### src/rtl/cfgl_pkg.sv
package cfgl_pkg;

  typedef enum logic [1:0] {
    LD_IDLE  = 2'd0,
    LD_PRIME = 2'd1,
    LD_SHIFT = 2'd2,
    LD_DONE  = 2'd3
  } ld_state_e;

  // last phase of a read period
  function automatic logic phase_is_last(input int unsigned ph, input int unsigned phases);
    return ph == phases - 1;
  endfunction

  // odd phases end with a configuration-clock fall; the last one reloads instead
  function automatic logic phase_is_shift(input int unsigned ph, input int unsigned phases);
    return (ph % 2 == 1) && (ph != phases - 1);
  endfunction

endpackage

### src/rtl/cfgl_phase.sv
module cfgl_phase #(
  parameter int DATA_W = 8
) (
  input  logic                             clk,
  input  logic                             rst,
  input  logic                             clear,
  input  logic                             run,
  output logic [$clog2(2*DATA_W)-1:0]      ph,
  output logic                             ev_end,
  output logic                             ev_shift
);
  import cfgl_pkg::*;

  localparam int PHASES = 2 * DATA_W;
  localparam int PH_W   = $clog2(PHASES);

  always_ff @(posedge clk) begin
    if (rst || clear)  ph <= '0;
    else if (run)      ph <= ph + PH_W'(1);
    else               ph <= '0;
  end

  assign ev_end   = run && phase_is_last(int'(ph), PHASES);
  assign ev_shift = run && phase_is_shift(int'(ph), PHASES);

endmodule

### src/rtl/cfgl_addr.sv
module cfgl_addr #(
  parameter int ADDR_W = 20
) (
  input  logic              clk,
  input  logic              rst,
  input  logic              clear,
  input  logic              inc,
  input  logic [ADDR_W-1:0] limit,
  output logic [ADDR_W-1:0] addr,
  output logic              at_limit
);

  always_ff @(posedge clk) begin
    if (rst || clear) addr <= '0;
    else if (inc)     addr <= addr + ADDR_W'(1);
  end

  assign at_limit = (addr == limit);

endmodule

### src/rtl/cfgl_shift.sv
module cfgl_shift #(
  parameter int DATA_W = 8
) (
  input  logic              clk,
  input  logic              rst,
  input  logic              clear,
  input  logic              load,
  input  logic              shift,
  input  logic [DATA_W-1:0] din,
  output logic              msb
);

  logic [DATA_W-1:0] sr;

  always_ff @(posedge clk) begin
    if (rst || clear) sr <= '0;
    else if (load)    sr <= din;
    else if (shift)   sr <= {sr[DATA_W-2:0], 1'b0};
  end

  assign msb = sr[DATA_W-1];

endmodule

### src/rtl/cfg_loader.sv
module cfg_loader #(
  parameter int ADDR_W = 20,
  parameter int DATA_W = 8
) (
  input  logic              clk_i,
  input  logic              rst_i,
  input  logic              start_i,
  input  logic [ADDR_W-1:0] count_i,
  output logic [ADDR_W-1:0] addr_o,
  input  logic [DATA_W-1:0] rdata_i,
  output logic              rclk_o,
  output logic              cclk_o,
  output logic              sdo_o,
  output logic              done_o
);
  import cfgl_pkg::*;

  localparam int PHASES = 2 * DATA_W;
  localparam int PH_W   = $clog2(PHASES);

  ld_state_e         state_q, state_d;
  logic [ADDR_W-1:0] limit_q;
  logic [PH_W-1:0]   ph;
  logic              ev_end, ev_shift, at_limit, sr_msb;

  // named internal events
  logic running, shifting, ev_load, ev_finish, ev_sh, sr_clear;

  assign running   = (state_q == LD_PRIME) || (state_q == LD_SHIFT);
  assign shifting  = (state_q == LD_SHIFT);
  assign ev_load   = !start_i && ev_end && ((state_q == LD_PRIME) || (shifting && !at_limit));
  assign ev_finish = !start_i && ev_end && shifting && at_limit;
  assign ev_sh     = !start_i && shifting && ev_shift;
  assign sr_clear  = start_i || ev_finish;

  always_comb begin
    state_d = state_q;
    if (start_i)
      state_d = (count_i == '0) ? LD_DONE : LD_PRIME;
    else if (ev_end && state_q == LD_PRIME)
      state_d = LD_SHIFT;
    else if (ev_finish)
      state_d = LD_DONE;
  end

  always_ff @(posedge clk_i) begin
    if (rst_i) begin
      state_q <= LD_IDLE;
      limit_q <= '0;
    end else begin
      state_q <= state_d;
      if (start_i) limit_q <= count_i;
    end
  end

  cfgl_phase #(.DATA_W(DATA_W)) u_phase (
    .clk(clk_i), .rst(rst_i), .clear(start_i), .run(running),
    .ph(ph), .ev_end(ev_end), .ev_shift(ev_shift)
  );

  cfgl_addr #(.ADDR_W(ADDR_W)) u_addr (
    .clk(clk_i), .rst(rst_i), .clear(start_i), .inc(ev_load),
    .limit(limit_q), .addr(addr_o), .at_limit(at_limit)
  );

  cfgl_shift #(.DATA_W(DATA_W)) u_shift (
    .clk(clk_i), .rst(rst_i), .clear(sr_clear), .load(ev_load),
    .shift(ev_sh), .din(rdata_i), .msb(sr_msb)
  );

  assign rclk_o = running && ph[PH_W-1];
  assign cclk_o = shifting && ph[0];
  assign sdo_o  = sr_msb;
  assign done_o = (state_q == LD_DONE);

endmodule

### config.mk
export PLATFORM = sky130hd
export DESIGN_NAME = cfg_loader
export DESIGN_NICKNAME = d
export VERILOG_FILES = /design/src/rtl/cfgl_pkg.sv /design/src/rtl/cfgl_phase.sv /design/src/rtl/cfgl_addr.sv /design/src/rtl/cfgl_shift.sv /design/src/rtl/cfg_loader.sv
export SDC_FILE = /design/constraint.sdc
export NUM_CORES = 1
export LEC_CHECK = 0
export ABC_AREA = 1
export BUFFER_PORTS_ARGS = -buffer_cell sky130_fd_sc_hd__buf_2
export CAP_MARGIN = 5
export CORE_MARGIN = 2
export CORE_UTILIZATION = 60
export CTS_CLUSTER_SIZE = 10
export DETAILED_ROUTE_END_ITERATION = 10
export GPL_TIMING_DRIVEN = 0
export PLACE_DENSITY = 0.9
export SYNTH_ARGS = -nofsm -noshare
export SYNTH_HDL_FRONTEND = slang
export SYNTH_HIERARCHICAL = 1
export SYNTH_SLANG_ARGS = --single-unit
export TNS_END_PERCENT = 50
### constraint.sdc
create_clock -name clk_i -period 4.7 [get_ports clk_i]
set_clock_uncertainty 0.1 [all_clocks]
set_input_delay 0.705 -clock clk_i [delete_from_list [all_inputs] [get_ports clk_i]]
set_output_delay 0.705 -clock clk_i [all_outputs]
set_load 0.01 [all_outputs]
; ---- Word-level counts from Yosys, hierarchy flattened
; Index checks and enable logic that the tools add are counted.
; W data, S select, Z words.
[word_totals]
reg_bits = 54
inputBits = 31
out_inout_bits = 24
elab_cells = 44
[classes]
n_addsub = 2
n_eq_ne = 6
muxes = 6
n_bitwise = 1
n_reduce_logical = 24
[ops]
columns = operator, count
row1 = $add A20 B1 Y20 const B, 1
row2 = $eq A20 B20 Y1, 1
row3 = $logic_not A20 Y1, 1
row4 = $mux W8, 2
row5 = $logic_and A1 B1 Y1, 13
row6 = $mux W2, 4
row7 = $logic_or A1 B1 Y1, 5
row8 = $add A4 B1 Y4 const B, 1
row9 = $eq A2 B2 Y1 const B, 2
row10 = $eq A4 B4 Y1 const B, 1
row11 = $ne A4 B4 Y1 const B, 1
row12 = $reduce_bool A3 Y1, 1
row13 = $eq A2 B1 Y1 const B, 1
row14 = $logic_not A1 Y1, 2
row15 = $reduce_bool A2 Y1, 1
row16 = $reduce_or A2 Y1, 1
row17 = $not A1 Y1, 1

; ---- Longest topological paths before layout
[logic_depth]
word_depth = 9
mapped_depth = 17
ltp_nobuf = 16

; ---- Modules after synthesis
; The synthesis kept the hierarchy.
[by_module_without_submodules]
columns = mod, instances, cells_per_inst, area_per_inst_um2, seq_area_each_um2
row1 = cfgl_addr, 1, 250, 1438.9, 400.4
row2 = cfg_loader, 1, 131, 929.6, 440.4
row3 = cfgl_shift, 1, 60, 402.9, 160.2
row4 = cfgl_phase, 1, 28, 182.7, 80.1

; ---- Worst setup path before layout
; Ideal clock, no wire load.
[synth_timing]
kind = register to register
start = reg state_q[0]
end = reg u_addr.addr[17]
setup_ns = 0.115
arrival_ns = 2.282
required_ns = 4.485
setup_slack_ns = 2.203
path_stages_with_launch = 15
path_buffers = 0
synth_period_minus_slack_ns = 2.497
cell_sequence = dfxtp_1 -> inv_1 -> ha_1 -> inv_1 -> inv_1 -> nor2_1 -> nand2_1 -> o31ai_1 -> nand2_1 -> nor2_8 -> nand2_4 -> nor2_8 -> nand3_1 -> nand2_1 -> nor2_1
[synth_via]
elab_chain_cells = 5
[synth_rtl]
columns = item, line
row1 = start: declaration, cfg_loader.sv:21  ; ld_state_e state_q, state_d;
row2 = start signal: assignment, cfg_loader.sv:51  ; state_q <= state_d;
row3 = $eq A2 B1 Y1 or $eq A2 B2 Y1 (tied branches), cfg_loader.sv:29  ; assign running = (state_q == LD_PRIME) || (state_q == LD_SHIFT);
row4 = $logic_or A1 B1 Y1 (*), cfg_loader.sv:29
row5 = net running, cfg_loader.sv:27  ; logic running, shifting, ev_load, ev_finish, ev_sh, sr_clear;
row6 = $logic_and A1 B1 Y1 (*), cfgl_phase.sv:23  ; assign ev_end = run && phase_is_last(int'(ph), PHASES);
row7 = net ev_end, cfg_loader.sv:24  ; logic ev_end, ev_shift, at_limit, sr_msb;
row8 = $logic_and A1 B1 Y1 (*) (2 in series), cfg_loader.sv:31  ; assign ev_load = !start_i && ev_end && ((state_q == LD_PRIME) || (shifting && !at_limit));
row9 = net ev_load, cfg_loader.sv:27
row10 = end signal: assignment, cfgl_addr.sv:15  ; else if (inc) addr <= addr + ADDR_W'(1);
row11 = end: declaration, cfgl_addr.sv:9  ; output logic [ADDR_W-1:0] addr,
; Mark *: on every way through the listed nets, which the timed path passes. The rest lies on a longest branch.
; A chain may end at the register's enable or synchronous reset.

; ---- Worst setup path in the final report
; Same ends and word-level chain as after synthesis.

==> results.cfg <==
[sta]
setup_viol = 0
min_period_ns = 3.17
rsz0062_at_grt = no
report.final.hold_viol_count = 0
min_period_over_period = 0.674
hold_ws_ns = 0.372
report.final.slew_viol_count = 0
setup_tns_ns = 0
fmax_mhz = 315
slew_headroom = 0.445
tightest_slew_ns = 0.825

[placement]
portBuffers = 54
dp_hpwl_mm = 5.28
placed_area_um2 = 3310
gp_congestion = 0.897

[clock_tree]
cts_made_buffers = 5
cts_tree = yes
htreeDepth = 2
clk_latency_ns = 0.31
cts_buffer_depth = 2
cts_root_buf = clkbuf_8
cts.sinks = 54
hold_buffers = 0
post_cts_resized = 0
path_clk_slew_ns = 0.10
post_cts_buffers = 0

[hold_path]
worstHoldPathType = flop to flop

[routing]
ant_nets = 0
vias_per_cell = 5.07
drt-total-wl_mm = 7.07
wl_per_cell_um = 11.8
drt_iter0_markers = 249
drc_errors = 0
vias = 3034
first_pass_iters = 5

[global_route]
grt.total_usage = 0.262
grt_pass1_vias = 2621
antenna_found_initial = 0
grt_max_degree = 18
overflow = 0
grt_pass1_wl_mm = 11.3

[floorplan]
dieArea_um2 = 5500
num_rows = 25
dieWidth_um = 74.2
initial_utilization = 0.625
core_area_um2 = 4720
ios = 55
fp.dieH_um = 74.2

[final_layout]
area_growth_pct = 16.6
drive_gt1_frac = 0.162
stdcell_area_um2 = 3450
final_core_util = 0.730
layout.nets = 566
antenna_cells = 0
fill_cells = 380

[setup_path]
worst_path_largest_cell_delay_ns = 0.68
arrival_ns = 3.28
critPathLaunchType = flop
crit_path_max_fanout = 7
crit_type = flop to flop
end_kind = flop
crit_chain = inv_1 -> ha_1 -> inv_1 -> inv_1 -> nor2_1 -> nand2_1 -> o31ai_1 -> nand2_1 -> nor2_8 -> nand2_4 -> nor2_8 -> nand3_1 -> nand2_1 -> nor2_1
required_ns = 4.81
crit_slowest_cell = o31ai_1

[logic_synthesis]
yosys.cell_types.count = 29
syn-instance-count = 469
synthesis.area_um2 = 2950
synth_area_per_cell_um2 = 6.30
yosysWarnings = 6
syn-num-nets = 505
synth_edf_count = 0
ys_ff_latch = 54
ys_seq_area_frac = 0.366
synth_ff_type = dfxtp_1
postSynth.asyncResetShare = 0

[pwr]
ir_drop_mv = 0.178
power.leakage_nw = 1.72
cellPowerDensity_nw_per_um2 = 271

[run]
drv_cap = 0

[outcome]
status = finished clean
power by group:
group          leakage, nW  internal (mW)  switching [mW]
sequential           0.441          0.471          0.0106
combinational         1.21         0.0334          0.0483
clock               0.0683          0.213           0.158
total                 1.72          0.718           0.216
cells by family (layout without fill, tap and decap cells):
group | Yosys count | in the layout | synth area share
DFF | 54 | 54 | 0.366
AOI/OAI and AO/OA | 46 | 46 | 0.0813
adders and majority gates | 5 | 5 | 0.0212
xor gates and xnor gates | 6 | 6 | 0.0178
buffers and inverters | 80 | 142 | 0.110
and+or+nand+nor | 278 | 278 | 0.404
per-layer routing:
metal,global-route usage,vias to the layer above,share of wire
met4,0.0727,0,0.012
met2,0.435,97,0.46
li1,-,1556,-
met5,0,-,0
met1,0.351,1370,0.45
met3,0.0488,11,0.071
metrics by stage:
step                setup slack (ns)  power, mW  cells
global route                    1.32      0.968    598
CTS                             1.55      0.938    598
floorplan                       2.20      0.540    469
global placement                1.77      0.568    590
detailed placement              1.63      0.571    590
finish                          1.53      0.934    598
synth_stat cells, drive strengths merged (3+ instances only):
cell type	number	area, um^2
inv	69	259
o21ai	25	125
nand3	30	155
buf	10	61.3
nor3	3	15.0
or2	4	25.0
ha	5	62.6
nor2	107	465
dfxtp	54	1080
xnor2	5	43.8
nand2	128	495
nand4	6	37.5
a21oi	17	85.1
layout by cell type, fill, tap and decap left out, drive strengths merged:
cell type / n
buf: 64
ha: 5
bufinv: 2
or2: 4
nor2: 107
nand4: 6
nand3: 30
nand2: 128
o31ai: 1
a21oi: 17
dfxtp: 54
o21ai: 25
clkinv: 1
clkbuf: 6
nor3: 3
xor2: 1
a211oi: 1
inv: 69
o211ai: 1
xnor2: 5
o21a: 1
sequential cells by signal, summed over array words and instances (netlist names):
signal       cells
u_shift/sr       8
state_q          2
u_phase/ph       4
limit_q         20
u_addr/addr     20
worst max-delay path, delay by kind of cell (launching register included):
family	cells	cell delay, ns
simple gates	9	1.34
compound gates	1	0.68
flops	1	0.42
fa+ha+maj	1	0.30
buf+inv	3	0.22
final timing paths:
check                                   from                            to  slack, ns  depth (start not counted)
hold reg to reg   u_shift/sr[0]$_SDFFE_PP0P_    u_shift/sr[0]$_SDFFE_PP0P_       0.37                          2
setup / recovery     state_q[0]$_SDFFE_PP0P_  u_addr/addr[17]$_SDFFE_PP0P_       1.53                         14
setup reg to reg     state_q[0]$_SDFFE_PP0P_  u_addr/addr[17]$_SDFFE_PP0P_       1.53                         14
hold / removal    u_shift/sr[0]$_SDFFE_PP0P_    u_shift/sr[0]$_SDFFE_PP0P_       0.37                          2
cell type report:
| type | count | area (um^2) | share of cell area |
|---|---|---|---|
| Buffer | 11 | 65.1 | 0.0189 |
| Clock buffer | 5 | 68.8 | 0.0200 |
| Clock inverter | 3 | 68.8 | 0.0200 |
| Inverter | 69 | 259 | 0.0752 |
| Multi-Input combinational cell | 335 | 1550 | 0.450 |
| Sequential cell | 54 | 1080 | 0.314 |
| Tap cell | 67 | 83.8 | 0.0243 |
| Timing Repair Buffer | 54 | 270 | 0.0784 |
Note: power is estimated with default switching activity, not from simulation.
